## src/rtl/shfifo_pkg.sv

```systemverilog
package shfifo_pkg;
  typedef struct packed {
    logic rise;
    logic fall;
  } strobe_ev_t;
endpackage

```

## src/rtl/strobe_edge.sv

```systemverilog
module strobe_edge
  import shfifo_pkg::*;
(
  input  logic       clk,
  input  logic       rst,
  input  logic       strb,
  output strobe_ev_t ev
);
  logic strb_q;

  always_ff @(posedge clk) begin
    if (rst) strb_q <= 1'b0;
    else     strb_q <= strb;
  end

  always_comb begin
    ev.rise = strb & ~strb_q;
    ev.fall = ~strb & strb_q;
  end
endmodule

```

## src/rtl/shfifo_mem.sv

```systemverilog
module shfifo_mem #(
  parameter int WIDTH = 9,
  parameter int DEPTH = 64,
  localparam int AW = $clog2(DEPTH)
) (
  input  logic             clk,
  input  logic             rst,
  input  logic             wr_en,
  input  logic [AW-1:0]    wr_addr,
  input  logic [WIDTH-1:0] wr_data,
  input  logic [AW-1:0]    rd_addr,
  input  logic             clr,
  output logic [WIDTH-1:0] rd_q
);
  logic [WIDTH-1:0] cells [DEPTH];

  always_ff @(posedge clk) begin
    if (wr_en) cells[wr_addr] <= wr_data;
  end

  always_ff @(posedge clk) begin
    if (rst || clr)                      rd_q <= '0;
    else if (wr_en && wr_addr == rd_addr) rd_q <= wr_data;
    else                                  rd_q <= cells[rd_addr];
  end
endmodule

```

## src/rtl/shfifo_flags.sv

```systemverilog
module shfifo_flags #(
  parameter int DEPTH     = 64,
  parameter int LOW_MARK  = 8,
  parameter int HIGH_MARK = 56,
  localparam int CW = $clog2(DEPTH) + 1
) (
  input  logic          clk,
  input  logic          rst,
  input  logic          upd,
  input  logic [CW-1:0] count,
  output logic          edge_flag,
  output logic          half_flag
);
  always_ff @(posedge clk) begin
    if (rst) begin
      edge_flag <= 1'b1;
      half_flag <= 1'b0;
    end else if (upd) begin
      edge_flag <= (count <= CW'(LOW_MARK)) || (count >= CW'(HIGH_MARK));
      half_flag <= (count >= CW'(DEPTH / 2));
    end
  end


  flags_hold_chk: assert property (@(posedge clk) disable iff (rst)
    !upd |=> $stable(edge_flag) && $stable(half_flag));
endmodule

```

## src/rtl/fifo64_shift.sv

```systemverilog
module fifo64_shift
  import shfifo_pkg::*;
#(
  parameter int WIDTH     = 9,
  parameter int DEPTH     = 64,
  parameter int LOW_MARK  = 8,
  parameter int HIGH_MARK = 56
) (
  input  logic             clk,
  input  logic             rst,
  input  logic             shift_in,
  input  logic [WIDTH-1:0] data_in,
  output logic             in_ready,
  input  logic             shift_out,
  output logic             out_ready,
  output logic [WIDTH-1:0] data_out,
  output logic             edge_flag,
  output logic             half_flag
);
  localparam int AW = $clog2(DEPTH);
  localparam int CW = AW + 1;

  logic [1:0]  strobes;
  strobe_ev_t  ev [2];

  assign strobes = {shift_out, shift_in};

  for (genvar g = 0; g < 2; g++) begin : g_edge
    strobe_edge u_edge (
      .clk (clk),
      .rst (rst),
      .strb(strobes[g]),
      .ev  (ev[g])
    );
  end

  logic [AW-1:0] wptr, rptr, rptr_n;
  logic [CW-1:0] count, count_n;
  logic          wr_busy, rd_busy, wr_busy_n, rd_busy_n;
  logic          wr_acc, rd_acc;

  assign wr_acc = ev[0].rise & in_ready;
  assign rd_acc = ev[1].rise & out_ready;

  always_comb begin
    count_n = count;
    if (wr_acc && !rd_acc)      count_n = count + 1'b1;
    else if (rd_acc && !wr_acc) count_n = count - 1'b1;
    rptr_n    = rd_acc ? rptr + 1'b1 : rptr;
    wr_busy_n = wr_acc ? 1'b1 : (ev[0].fall ? 1'b0 : wr_busy);
    rd_busy_n = rd_acc ? 1'b1 : (ev[1].fall ? 1'b0 : rd_busy);
  end

  always_ff @(posedge clk) begin
    if (rst) begin
      wptr      <= '0;
      rptr      <= '0;
      count     <= '0;
      wr_busy   <= 1'b0;
      rd_busy   <= 1'b0;
      in_ready  <= 1'b1;
      out_ready <= 1'b0;
    end else begin
      if (wr_acc) wptr <= wptr + 1'b1;
      rptr      <= rptr_n;
      count     <= count_n;
      wr_busy   <= wr_busy_n;
      rd_busy   <= rd_busy_n;
      in_ready  <= !wr_busy_n && (count_n != CW'(DEPTH));
      out_ready <= !rd_busy_n && (count_n != '0);
    end
  end

  shfifo_mem #(.WIDTH(WIDTH), .DEPTH(DEPTH)) u_mem (
    .clk    (clk),
    .rst    (rst),
    .wr_en  (wr_acc),
    .wr_addr(wptr),
    .wr_data(data_in),
    .rd_addr(rptr_n),
    .clr    (count_n == '0),
    .rd_q   (data_out)
  );

  shfifo_flags #(.DEPTH(DEPTH), .LOW_MARK(LOW_MARK), .HIGH_MARK(HIGH_MARK)) u_flags (
    .clk      (clk),
    .rst      (rst),
    .upd      (ev[0].fall | ev[1].fall),
    .count    (count),
    .edge_flag(edge_flag),
    .half_flag(half_flag)
  );


  no_overflow_chk: assert property (@(posedge clk) disable iff (rst)
    count <= CW'(DEPTH));

  ignored_write_chk: assert property (@(posedge clk) disable iff (rst)
    ev[0].rise && !in_ready && !rd_acc |=> count == $past(count));

  write_ack_chk: assert property (@(posedge clk) disable iff (rst)
    wr_acc |=> !in_ready);

  empty_out_chk: assert property (@(posedge clk) disable iff (rst)
    count == '0 |-> !out_ready && data_out == '0);

  read_ack_chk: assert property (@(posedge clk) disable iff (rst)
    rd_acc |=> !out_ready);

  both_count_chk: assert property (@(posedge clk) disable iff (rst)
    wr_acc && rd_acc |=> count == $past(count));
endmodule

```

## config.mk

```make
export PLATFORM = sky130hd
export DESIGN_NAME = fifo64_shift
export DESIGN_NICKNAME = d
export VERILOG_FILES = /design/src/rtl/shfifo_pkg.sv /design/src/rtl/strobe_edge.sv /design/src/rtl/shfifo_mem.sv /design/src/rtl/shfifo_flags.sv /design/src/rtl/fifo64_shift.sv
export SDC_FILE = /design/constraint.sdc
export NUM_CORES = 1
export LEC_CHECK = 0
export ABC_AREA = 1
export BUFFER_PORTS_ARGS = -buffer_cell sky130_fd_sc_hd__clkbuf_2
export CORE_UTILIZATION = 35
export DETAILED_ROUTE_END_ITERATION = 8
export GPL_ROUTABILITY_DRIVEN = 1
export SYNTH_ARGS = -nofsm -noshare
export SYNTH_HDL_FRONTEND = slang
export SYNTH_SLANG_ARGS = --single-unit
```

## constraint.sdc

```tcl
create_clock -name clk -period 4.14 [get_ports clk]
set_clock_uncertainty 0.2 [all_clocks]
set_input_delay 0.207 -clock clk [delete_from_list [all_inputs] [get_ports clk]]
set_output_delay 0.207 -clock clk [all_outputs]
set_load 0.02 [all_outputs]
```

======== Word-level counts from Yosys, hierarchy flattened ========
Memory sizes are Yosys's and may differ from the RTL's. A register that Yosys moved wholly into a read port is not among the register bits.
Index checks and enable logic that the tools add are counted.
cells by class
  equality and inequality tests ........... 1
  bitwise gates (word level) .............. 11
  add/sub/neg operators ................... 4
  reductions and logical operators ........ 12
  mux-type cells .......................... 9
  order comparisons ....................... 3
operators with widths
  operator                                                                             count
  7-bit by 6-bit greater-or-equal comparator with 1-bit output, second input constant  2
  7-bit 2-to-1 mux                                                                     2
  6-bit by 1-bit adder with 6-bit output, second input constant                        2
  7-bit by 1-bit adder with 7-bit output, second input constant                        1
  7-bit by 4-bit less-or-equal comparator with 1-bit output, second input constant     1
  7-bit zero test                                                                      1
  7-bit inequality test, second input constant                                         1
  7-bit nonzero test                                                                   1
  7-bit by 1-bit subtractor with 7-bit output, second input constant                   1
  1-bit bitwise AND                                                                    6
  1-bit 2-to-1 mux                                                                     6
  6-bit 2-to-1 mux                                                                     1
  1-bit logical AND                                                                    4
  1-bit zero test                                                                      4
  1-bit NOT                                                                            4
  1-bit logical OR                                                                     2
  1-bit OR                                                                             1
storage, ports and cells
  memories ................................ 1
  register bits after elaboration ......... 27
  input bits .............................. 13
  logic and storage cells ................. 52
  output and inout port bits .............. 13
  memory bits (writable) .................. 576
memories
  memory       depth  bits a word  read ports  clocked after memory_dff  wr ports  RTL line          RTL
  u_mem.cells  64     9            1           1                         1         shfifo_mem.sv:15  logic [WIDTH-1:0] cells [DEPTH];

======== Depth between registers and ports, before layout ========
Gate-level depths: netlist of run 1.
  depth in word-level cells ............... 9
  depth in mapped cells ................... 16

======== By module ========
Synthesis of run 1 repeated with hierarchy kept, for this count alone.
unflattened totals
  cell total of the unflattened synthesis .. 2284
  area, all modules ....................... 25433.1 um^2
by module, submodules not included
  module        cells each  sequential area each (um^2)  area an instance (um^2)  instances
  shfifo_mem    2066        17476.8                      23915.4                  1
  fifo64_shift  184         460.4                        1317.5                   1
  shfifo_flags  22          40.0                         122.6                    1
  strobe_edge   6           20.0                         38.8                     2

======== Worst setup path before layout of run 1 ========
Ideal clock, no wire load.
  kind .................................... register -> register
  start point ............................. register in_ready
  end point ............................... memory u_mem.cells[7][0], enable pin
  stages on the path, launching flop included .. 7
  setup slack ............................. 1.741 ns
  path buffers ............................ 0
  data arrival time ....................... 1.813 ns
  period minus slack after synthesis ...... 2.399 ns
  data required time ...................... 3.553 ns
  cells stage by stage .................... dfxtp_1 > nand2_1 > nor2_1 > nand2_1 > inv_1 > nand2_1 > nor3_1
between the ends
  longest elaborated chain between the ends .. 3
ends and longest elaborated chain
  item                                    RTL line            RTL
  start: declaration                      fifo64_shift.sv:13  output logic in_ready,
  start signal: assignment                fifo64_shift.sv:69  in_ready <= !wr_busy_n && (count_n != CW'(DEPTH));
  1-bit bitwise AND                       fifo64_shift.sv:42  assign wr_acc = ev[0].rise & in_ready;
  1-bit 2-to-1 mux                        shfifo_mem.sv:18    if (wr_en) cells[wr_addr] <= wr_data;
  1-bit 2-to-1 mux (implied by the code)  shfifo_mem.sv:18
  end: declaration                        shfifo_mem.sv:15
No other way between the ends.

======== Final worst setup path of run 1 ========
  start point ............................. register out_ready
  end point ............................... register u_mem.rd_q[6], read port of u_mem.cells
between the ends
  longest elaborated chain between the ends .. 6
  elaborated cells between the ends (all ways) .. 9
ends and longest elaborated chain
  item                                                   RTL line                                RTL
  start: declaration                                     fifo64_shift.sv:15                      output logic out_ready,
  start signal: assignment                               fifo64_shift.sv:70                      out_ready <= !rd_busy_n && (count_n != '0);
  1-bit bitwise AND (*)                                  fifo64_shift.sv:43                      assign rd_acc = ev[1].rise & out_ready;
  1-bit logical AND or 1-bit zero test (tied branches)   fifo64_shift.sv:48, fifo64_shift.sv:47
  7-bit 2-to-1 mux or 1-bit logical AND (tied branches)  fifo64_shift.sv:48, fifo64_shift.sv:47
  7-bit 2-to-1 mux                                       fifo64_shift.sv:47                      if (wr_acc && !rd_acc) count_n = count + 1'b1;
  7-bit zero test                                        fifo64_shift.sv:81                      .clr (count_n == '0),
  1-bit logical OR                                       shfifo_mem.sv:22                        if (rst || clr) rd_q <= '0;
  end: declaration                                       shfifo_mem.sv:13                        output logic [WIDTH-1:0] rd_q
Mark *: on every way between the ends. The rest lies on a longest branch, timed or not.
A chain may end at the register's enable or synchronous reset.

==> impl_metrics.env, run 1 <==
export IMPL_worstSetupPathType="reg -> reg"
export IMPL_grt_usage=0.189
export IMPL_dr_wl_met2_mm=34.2
export IMPL_reg2reg_from="out_ready$_SDFF_PP0_"
export IMPL_cp_cell_sequence="nand2_1, nor2_2, nand2_2, xnor2_4, buf_12, nand3_1, nand3_1, nand3_1, nand3_1, nand3_1, nand2_1, inv_1"
export IMPL_fill_cells=7198
export IMPL_area_growth_pct=13.6
export IMPL_yosys_area_top_type="edfxtp_1"
export IMPL_min_from="data_in[8]"
export IMPL_critical_path_arrival_ns=3.41
export IMPL_die_area_mm2=0.0777
export IMPL_clock_fmax_mhz=322
export IMPL_clk_latency_ns=0.61
export IMPL_synth_fp_nets=2518
export IMPL_vias_per_cell=5.26
export IMPL_cts_inserted_buffers=66
export IMPL_dr_max_layer_used="met4"
export IMPL_reg2reg_slack_ns=1.03
export IMPL_synth_async_reset_ratio=0
export IMPL_p_total_mw=16.0
export IMPL_dieWidth_um=279
export IMPL_ys_types=34
export IMPL_cp_slowest_stage_delay_ns=0.69
export IMPL_timing_setup_tns_ns=0
export IMPL_startpoint="out_ready$_SDFF_PP0_"
export IMPL_yosysTopAreaCellShare=0.645
export IMPL_n_antenna_cell=0
export IMPL_fin_util=0.401
export IMPL_end_kind="flip-flop"
export IMPL_io_pins=26
export IMPL_period_minus_slack_ns=3.11
export IMPL_synth_most_common_cell="nand2_1"
export IMPL_leakagePower_nw=11.6
export IMPL_portBuffers=25
export IMPL_syn_area_mm2=0.0268
export IMPL_status="completed"
export IMPL_reg2reg_to="u_mem.rd_q[6]$_SDFF_PP0_"
export IMPL_cts_tree="done"
export IMPL_post_cts_resized=0
export IMPL_grt_pass1_wl_mm=112
export IMPL_synth_common_cells="nand2_1 (596), nand3_1 (584), edfxtp_1 (576), inv_1 (215), nand3b_1 (145)"
export IMPL_placed_cell_area_mm2=0.0283
export IMPL_slew_viol_final=0
export IMPL_wl_met1_mm=32.3
export IMPL_rsz0062_at_grt="no"
export IMPL_hold_viol=0
export IMPL_antenna_found_initial=0
export IMPL_hpwl_mm=42.5
export IMPL_synthTopCellsByArea="edfxtp_1 (65%), nand3_1 (11%), nand2_1 (8.3%), nand3b_1 (4.1%), inv_1 (3.0%)"
export IMPL_finalSetupViolations=0
export IMPL_die_h_um=279
export IMPL_yosysWarnings=0
export IMPL_crit_fanout=45
export IMPL_layout_nets=2547
export IMPL_cpLargestDelayFamily="simple AND/OR/NAND/NOR gates"
export IMPL_peakVddDrop_mv=0.508
export IMPL_cp_start_kind="flip-flop"
export IMPL_design_area_mm2=0.0304
export IMPL_drc=0
export IMPL_grt_pass1_vias=17500
export IMPL_worstHoldEndpoint="u_mem.cells[6][8]$_DFFE_PP_"
export IMPL_synth_main_ff_cell="edfxtp_1"
export IMPL_row_count=101
export IMPL_path_buf_inv=2
export IMPL_slew_limit_headroom=0.162
export IMPL_cts_clk_slew_worst_paths_ns=0.06
export IMPL_htree_levels=3
export IMPL_hold_path_class="in -> reg"
export IMPL_synth_ff_latch_count=612
export IMPL_syn_avg_cell_area_um2=10.7
export IMPL_cts_root_buf="clkbuf_16"
export IMPL_gr_total_overflow=0
export IMPL_cts_sinks=612
export IMPL_synth_edf_count=576
export IMPL_postRouteAntennaNets=0
export IMPL_worstPathRequired_ns=4.44
export IMPL_yosysSeqAreaShare=0.672
export IMPL_core_area_mm2=0.0758
export IMPL_fin_crit_sh=0.751
export IMPL_worst_slew_pin_slew_ns=1.26
export IMPL_dr_wl_met3_mm=6.03
export IMPL_hold_depth=1
export IMPL_initial_utilization=0.353
export IMPL_crit_path_top_delay_cell="xnor2_4"
export IMPL_p_per_area_mw_per_mm2=526
export IMPL_routed_wl_mm=74.1
export IMPL_grt_max_degree=206
export IMPL_firstDrtPassIters=6
export IMPL_gp_routability_congestion=0.867
export IMPL_drive_gt1_frac=0.0853
export IMPL_reg2reg_depth=12
export IMPL_postSynthCellCount=2500
export IMPL_cap_violations=0
export IMPL_vias=18700
export IMPL_drt_iter0_drc=2175
export IMPL_post_drt_wl_per_cell_um=20.8
export IMPL_clock_path_buffers=3
export IMPL_critical_path_most_common_cell="nand3_1"
export IMPL_timing_hold_ws_ns=0.0820
registers in the layout (all words and copies together), names as in the netlist, 2 cells and up:
signal / count
count: 7
g_edge.u_edge.strb_q: 2
rptr: 6
u_mem.cells: 576
u_mem.rd_q: 9
wptr: 6
worst max-delay path by stage:
stage	to	slack, ns	cells after the start
after CTS	u_mem.rd_q[6]$_SDFF_PP0_	1.04	12
after global placement	u_mem.rd_q[6]$_SDFF_PP0_	1.09	12
final	u_mem.rd_q[6]$_SDFF_PP0_	1.03	12
after floorplan	u_mem.cells[7][0]$_DFFE_PP_	1.74	6
after detailed placement	u_mem.rd_q[6]$_SDFF_PP0_	1.04	12
after global routing	u_mem.rd_q[7]$_SDFF_PP0_	0.91	12
layer usage:
layer  GRT usage  up-vias
li1            -     8656
met1       0.270     9159
met2       0.297      798
met3      0.0287      105
met4      0.0573        0
met5           0        -
metrics by stage:
step | std cells | setup WS [ns]
floorplan | 2500 | 1.74
global placement | 3434 | 1.09
detailed placement | 3434 | 1.04
CTS | 3556 | 1.04
global route | 3556 | 0.907
finish | 3556 | 1.03
power by group:
| part | switching, mW | total [mW] | internal [mW] | leakage [nW] |
|---|---|---|---|---|
| clock network | 2.39 | 5.73 | 3.34 | 1.00 |
| registers | 0.0993 | 6.95 | 6.86 | 5.47 |
| logic | 2.39 | 3.31 | 0.927 | 5.14 |
| total | 4.88 | 16.0 | 11.1 | 11.6 |
area by class of cell:
class                      count  area [µm²]  area share
clock buffer                  87        1780      0.0585
sequential                   612       18000       0.592
clock inverter                30         277     0.00909
tap                          978        1220      0.0402
inverter                     218         818      0.0269
timing repair buffer         117         966      0.0317
multi-input combinational   1514        7350       0.241
placed cells by master (no fill, tap or decap), types with 2 or more instances in the layout:
cell / instances
dlygate4sd3_1: 5
dfxtp_1: 36
clkinv_2: 7
clkbuf_16: 67
o211ai_1: 11
a21oi_1: 11
ha_1: 5
edfxtp_1: 576
clkbuf_2: 25
o22ai_1: 2
nand2_2: 3
inv_6: 4
inv_2: 2
buf_12: 11
inv_1: 215
nand2_1: 594
nor3_1: 3
nand3b_1: 145
nor2_1: 115
bufinv_16: 5
clkbuf_8: 3
nor2_2: 2
xor2_1: 8
nand2_4: 3
xnor2_4: 2
o21ai_0: 10
nand3_2: 2
xor2_4: 2
clkbuf_1: 17
nand3_1: 584
clkinv_1: 14
buf_4: 76
nand4_1: 4
what timing repair did:
item / in CTS / in global routing
buffers inserted: 0 / 0
hold buffers: 5 / 0
endpoints found under the hold margin: 26 / 0
cell families after synthesis:
family	after synthesis	synth area share
AO/OA/AOI/OAI	38	0.00850
XOR/XNOR	13	0.00635
adder cells (fa/ha/maj)	5	0.00233
buffers and inverters	374	0.0560
flip-flops	612	0.672
AND/OR/NAND/NOR	1458	0.254
No activity file was read; power rests on OpenSTA's default activity.
==> inputs of run 2 (changes only) <==
- clock period: 4.14 -> 2.9 ns (I/O delays scaled with it)
==> run 2 against run 1 <==
Via count up 1.4%. Register-to-register slack worse by 0.91 ns. First-iteration DRC count down 2.6%. Fmax up 12%. Global-route usage up 0.059 points. Combinational power up 49%. Highest routed layer is now met5. Largest cell class unchanged. Non-clock buffer count up 61. Final area up 2.8%. Setup slack worse by 0.91 ns. Largest power group unchanged.
==> impl_metrics.env, run 2 (same netlist as run 1, synthesis figures left out) <==
export IMPL_status="completed"
export IMPL_vias=19000
export IMPL_portBuffers=25
export IMPL_finalSetupViolations=0
export IMPL_cts_sinks=612
export IMPL_hold_viol=0
export IMPL_layout_nets=2610
export IMPL_crit_path_top_delay_cell="dfxtp_1"
export IMPL_gr_total_overflow=0
export IMPL_peakVddDrop_mv=0.463
export IMPL_design_area_mm2=0.0313
export IMPL_initial_utilization=0.353
export IMPL_rsz0062_at_grt="no"
export IMPL_p_total_mw=23.2
export IMPL_antenna_found_initial=2
export IMPL_hold_depth=1
export IMPL_fill_cells=7142
export IMPL_reg2reg_slack_ns=0.12
export IMPL_reg2reg_from="out_ready$_SDFF_PP0_"
export IMPL_cts_root_buf="clkbuf_16"
export IMPL_drive_gt1_frac=0.111
export IMPL_final_cell_mix="nand2_1 (594), nand3_1 (584), edfxtp_1 (576)"
export IMPL_cts_inserted_buffers=68
export IMPL_slew_limit_headroom=0.290
export IMPL_end_kind="flip-flop"
export IMPL_reg2reg_depth=12
export IMPL_leakagePower_nw=12.1
export IMPL_placed_cell_area_mm2=0.0290
export IMPL_gp_routability_congestion=0.880
export IMPL_hpwl_mm=45.2
export IMPL_postRouteAntennaNets=0
export IMPL_path_buf_inv=2
export IMPL_crit_fanout=46
export IMPL_worstPathRequired_ns=3.22
export IMPL_firstDrtPassIters=6
export IMPL_grt_pass1_wl_mm=112
export IMPL_dieWidth_um=279
export IMPL_critical_path_most_common_cell="nand3_1"
export IMPL_clock_fmax_mhz=360
export IMPL_vias_per_cell=5.24
export IMPL_post_drt_wl_per_cell_um=20.6
export IMPL_period_minus_slack_ns=2.78
export IMPL_worstHoldEndpoint="u_mem.cells[25][3]$_DFFE_PP_"
export IMPL_n_antenna_cell=0
export IMPL_clock_path_buffers=3
export IMPL_cts_tree="done"
export IMPL_cp_start_kind="flip-flop"
export IMPL_die_area_mm2=0.0777
export IMPL_row_count=101
export IMPL_grt_usage=0.190
export IMPL_drt_iter0_drc=2119
export IMPL_reg2reg_to="u_mem.rd_q[8]$_SDFF_PP0_"
export IMPL_top_register="u_mem.cells"
export IMPL_critical_path_arrival_ns=3.10
export IMPL_final_common_cell="nand2_1"
export IMPL_hold_path_class="in -> reg"
export IMPL_timing_setup_tns_ns=0
export IMPL_reg_largest_list="u_mem.cells x576, u_mem.rd_q x9, count x7"
export IMPL_area_growth_pct=16.7
export IMPL_cpLargestDelayFamily="simple AND/OR/NAND/NOR gates"
export IMPL_grt_pass1_vias=18100
export IMPL_routed_wl_mm=74.7
export IMPL_cp_cell_sequence="nand2_1, nor2_2, nand2_2, xnor2_4, buf_12, nand3_1, nand3_1, nand3_1, nand3_1, nand3_1, nand2_1, inv_1"
export IMPL_fin_crit_sh=0.959
export IMPL_min_from="data_in[3]"
export IMPL_worst_slew_pin_slew_ns=1.07
export IMPL_grt_busiest_layer="met2"
export IMPL_cap_violations=0
export IMPL_clk_latency_ns=0.62
export IMPL_use_met2=0.299
export IMPL_slew_viol_final=0
export IMPL_cp_slowest_stage_delay_ns=0.48
export IMPL_io_pins=26
export IMPL_use_met1=0.264
export IMPL_drc=0
export IMPL_p_per_area_mw_per_mm2=743
export IMPL_core_area_mm2=0.0758
export IMPL_worstSetupPathType="reg -> reg"
export IMPL_cts_clk_slew_worst_paths_ns=0.06
export IMPL_grt_use_met3=0.0362
export IMPL_grt_max_degree=104
export IMPL_largest_reg_flops=576
export IMPL_htree_levels=3
export IMPL_die_h_um=279
-- run 2: cell count changes in the layout (fill, tap and decap cells not counted), moves of 2 or more --
cell,delta
buf_4,+41
buf_12,+17
clkbuf_16,+6
clkinv_2,+5
bufinv_16,-3
clkbuf_8,+3
clkinv_1,-3
clkbuf_1,-2
clkinv_4,+2
-- run 2: what timing repair did --
item                                   in CTS  in global routing
setup buffers                               0                  1
endpoints found under the hold margin      25                  0
gates resized for setup                     0                  4
setup endpoints to repair                   0                  9
hold buffers                                5                  0
-- run 2: layout make-up --
cell class              count  area (µm²)  share of cell area
clock buffers              92        1920              0.0613
clock inverters            32         238             0.00760
inverters                 218         818              0.0262
multi-input cells        1514        7370               0.236
flip-flops and latches    612       18000               0.576
well taps                 978        1220              0.0391
repair buffers            178        1690              0.0541
-- run 2: metrics by stage --
stage	hold WS (ns)	setup WS, ns	util	std cells
after floorplan	0.0439	0.501	-	2500
after global placement	0.181	0.213	0.382	3492
after detailed placement	0.190	0.180	0.382	3492
after CTS	0.0811	0.161	0.411	3621
after global routing	0.106	0.00259	0.412	3624
final	0.102	0.119	0.412	3624
-- run 2: report_power, final --
part           internal (mW)  switching [mW]  total, mW  leakage (nW)
Combinational           1.59            3.36       4.94          5.55
Sequential              9.79           0.175       9.96          5.47
Clock                   4.84            3.50       8.34          1.06
Total                   16.2            7.03       23.2          12.1
-- run 2: worst max-delay path by stage --
stage | from | to | slack, ns | depth (start not counted)
after detailed placement | out_ready$_SDFF_PP0_ | u_mem.rd_q[5]$_SDFF_PP0_ | 0.18 | 13
after global routing | g_edge[1].u_edge.strb_q$_SDFF_PP0_ | u_mem.rd_q[7]$_SDFF_PP0_ | 0.003 | 15
after CTS | out_ready$_SDFF_PP0_ | u_mem.rd_q[5]$_SDFF_PP0_ | 0.16 | 13
final | out_ready$_SDFF_PP0_ | u_mem.rd_q[8]$_SDFF_PP0_ | 0.12 | 12
after floorplan | in_ready$_SDFF_PP1_ | u_mem.cells[7][0]$_DFFE_PP_ | 0.50 | 6
after global placement | g_edge[1].u_edge.strb_q$_SDFF_PP0_ | u_mem.rd_q[5]$_SDFF_PP0_ | 0.21 | 14
-- run 2: per-layer routing --
layer / part of all wire / routed length, µm
met1: 0.44 / 32600
met2: 0.46 / 34500
met3: 0.076 / 5670
met4: 0.026 / 1970
met5: 0.00033 / 25
-- run 2: worst register-to-register path, delay by kind of cell (launching register included) --
family / cells / cell delay [ns]
flip-flops: 1 / 0.48
XOR/XNOR: 1 / 0.22
AND/OR/NAND/NOR: 9 / 1.47
buffers and inverters: 2 / 0.33
==> inputs of run 3 (changes only) <==
- CORE_ASPECT_RATIO: unset -> 1.4
==> run 3 against run 2 <==
Sequential cell count did not move. Combinational power decreased by 1%. Non-clock buffer count down 10. Via count shrank 1.5%. Core utilization shrank 0.34 points. Highest routed layer is now met4. Final cell count down 1.1%. Critical path depth unchanged. Fmax is 3.1% higher. Largest cell class unchanged.
==> impl_metrics.env, run 3 (same netlist as run 1, synthesis figures left out) <==
export IMPL_timing_hold_ws_ns=0.155
export IMPL_final_cell_mix="nand2_1 (594), nand3_1 (584), edfxtp_1 (576)"
export IMPL_cts_inserted_buffers=56
export IMPL_clock_fmax_mhz=371
export IMPL_internal_power_mw=15.5
export IMPL_hold_depth=1
export IMPL_min_from="data_in[8]"
export IMPL_cp_slowest_stage_delay_ns=0.32
export IMPL_cts_tree="done"
export IMPL_row_count=119
export IMPL_largest_reg_flops=576
export IMPL_cp_start_kind="flip-flop"
export IMPL_critical_path_arrival_ns=3.06
export IMPL_grt_usage=0.188
export IMPL_grt_pass1_vias=18100
export IMPL_fin_util=0.409
export IMPL_fin_crit_sh=0.930
export IMPL_io_pins=26
export IMPL_clkPwrFrac=0.337
export IMPL_portBuffers=25
export IMPL_vias=18700
export IMPL_final_common_cell="nand2_1"
export IMPL_p_per_area_mw_per_mm2=723
export IMPL_drive_gt1_frac=0.103
export IMPL_cts_sinks=612
export IMPL_dieWidth_um=236
export IMPL_worstSetupPathType="reg -> reg"
export IMPL_post_cts_buffers=0
export IMPL_worstPathRequired_ns=3.27
export IMPL_firstDrtPassIters=6
export IMPL_period_minus_slack_ns=2.70
export IMPL_design_area_mm2=0.0309
export IMPL_top_register="u_mem.cells"
export IMPL_cts_clk_slew_worst_paths_ns=0.07
export IMPL_hpwl_mm=45.8
export IMPL_gr_total_overflow=0
export IMPL_clk_latency_ns=0.62
export IMPL_pre_cts_ws_ns=0.158
export IMPL_reg2reg_slack_ns=0.20
export IMPL_gp_routability_congestion=0.920
export IMPL_critical_path_most_common_cell="nand3_1"
export IMPL_post_drt_wl_per_cell_um=20.6
export IMPL_worst_slew_pin_slew_ns=1.18
export IMPL_layout_nets=2588
export IMPL_hold_path_class="in -> reg"
export IMPL_vias_per_cell=5.22
export IMPL_finalSetupViolations=0
export IMPL_leakagePower_nw=11.9
export IMPL_path_buf_inv=4
export IMPL_drt_iter0_drc=1641
export IMPL_cp_cell_sequence="inv_1, nand4_4, nor2_4, xor2_4, buf_4, buf_4, nand3_1, nand3_1, nand3_1, nand3_1, nand2_1, inv_1"
export IMPL_p_sw_frac=0.305
export IMPL_reg2reg_to="u_mem.rd_q[4]$_SDFF_PP0_"
export IMPL_routed_wl_mm=73.8
export IMPL_power_frac_seq=0.445
export IMPL_timing_setup_tns_ns=0
export IMPL_rsz0062_at_grt="no"
export IMPL_htree_levels=2
export IMPL_core_area_mm2=0.0755
export IMPL_end_kind="flip-flop"
export IMPL_die_h_um=329
export IMPL_grt_max_degree=116
export IMPL_drc=0
export IMPL_crit_path_top_delay_cell="dfxtp_1"
export IMPL_reg_largest_list="u_mem.cells x576, u_mem.rd_q x9, count x7"
export IMPL_die_area_mm2=0.0777
export IMPL_p_comb_frac=0.218
export IMPL_peakVddDrop_mv=0.474
export IMPL_cap_violations=0
export IMPL_grt_pass1_wl_mm=111
export IMPL_status="completed"
export IMPL_n_antenna_cell=0
export IMPL_finalWorstSetupSlack_ns=0.203
export IMPL_slew_limit_headroom=0.216
export IMPL_crit_fanout=19
export IMPL_postRouteAntennaNets=0
export IMPL_area_growth_pct=15.2
export IMPL_p_sw_mw=6.82
export IMPL_cpLargestDelayFamily="simple AND/OR/NAND/NOR gates"
export IMPL_clock_path_buffers=3
export IMPL_worstHoldEndpoint="u_mem.cells[26][8]$_DFFE_PP_"
export IMPL_reg2reg_from="g_edge[1].u_edge.strb_q$_SDFF_PP0_"
export IMPL_reg2reg_depth=12
export IMPL_cts_root_buf="clkbuf_16"
export IMPL_initial_utilization=0.355
export IMPL_antenna_found_initial=0
export IMPL_hold_viol=0
export IMPL_slew_viol_final=0
export IMPL_placed_cell_area_mm2=0.0289
run 3: power by group through the flow:
stage          clock network, mW  logic, mW  registers, mW
6_report                    7.53       4.88           9.93
5_1_grt                     7.93       5.37           9.93
4_1_cts                     7.63       4.89           9.92
3_5_place_dp                   0       4.86           10.1
3_3_place_gp                   0       4.81           10.1
2_1_floorplan                  0       3.01           10.1
run 3: worst max path at each step:
| stage | startpoint | end | slack [ns] | cells after the start |
|---|---|---|---|---|
| floorplan | in_ready$_SDFF_PP1_ | u_mem.cells[7][0]$_DFFE_PP_ | 0.50 | 6 |
| global placement | g_edge[1].u_edge.strb_q$_SDFF_PP0_ | u_mem.rd_q[4]$_SDFF_PP0_ | 0.21 | 12 |
| detailed placement | out_ready$_SDFF_PP0_ | u_mem.rd_q[4]$_SDFF_PP0_ | 0.16 | 12 |
| CTS | out_ready$_SDFF_PP0_ | u_mem.rd_q[4]$_SDFF_PP0_ | 0.16 | 12 |
| global route | g_edge[1].u_edge.strb_q$_SDFF_PP0_ | u_mem.rd_q[4]$_SDFF_PP0_ | 0.0002 | 15 |
| finish | g_edge[1].u_edge.strb_q$_SDFF_PP0_ | u_mem.rd_q[4]$_SDFF_PP0_ | 0.20 | 12 |
run 3: layout make-up:
cell class / count / area, µm²
clock buffer: 68 / 1490
clock inverter: 36 / 358
fill: 7042 / 44600
inverter: 218 / 818
multi-input combinational: 1514 / 7360
sequential: 612 / 18000
tap: 968 / 1210
timing repair buffer: 168 / 1620
run 3: timing repair:
| item | in CTS | in global routing |
|---|---|---|
| gates resized for setup | 0 | 4 |
| hold endpoints to repair | 105 | 0 |
| setup endpoints to repair | 0 | 2 |
| hold buffers | 9 | 0 |
run 3: per-stage QoR:
step,power (mW),std cells
2_1_floorplan,13.1,2500
3_3_place_gp,14.9,3471
3_5_place_dp,15.0,3471
4_1_cts,22.4,3584
5_1_grt,23.2,3584
6_report,22.3,3584
run 3: metal layers:
layer	global-route usage	up-vias	routed length (µm)
li1	-	8734	-
met2	0.331	598	37200
met4	0.103	0	3900
met1	0.225	9190	29100
met5	0	-	0
met3	0.0215	169	3540
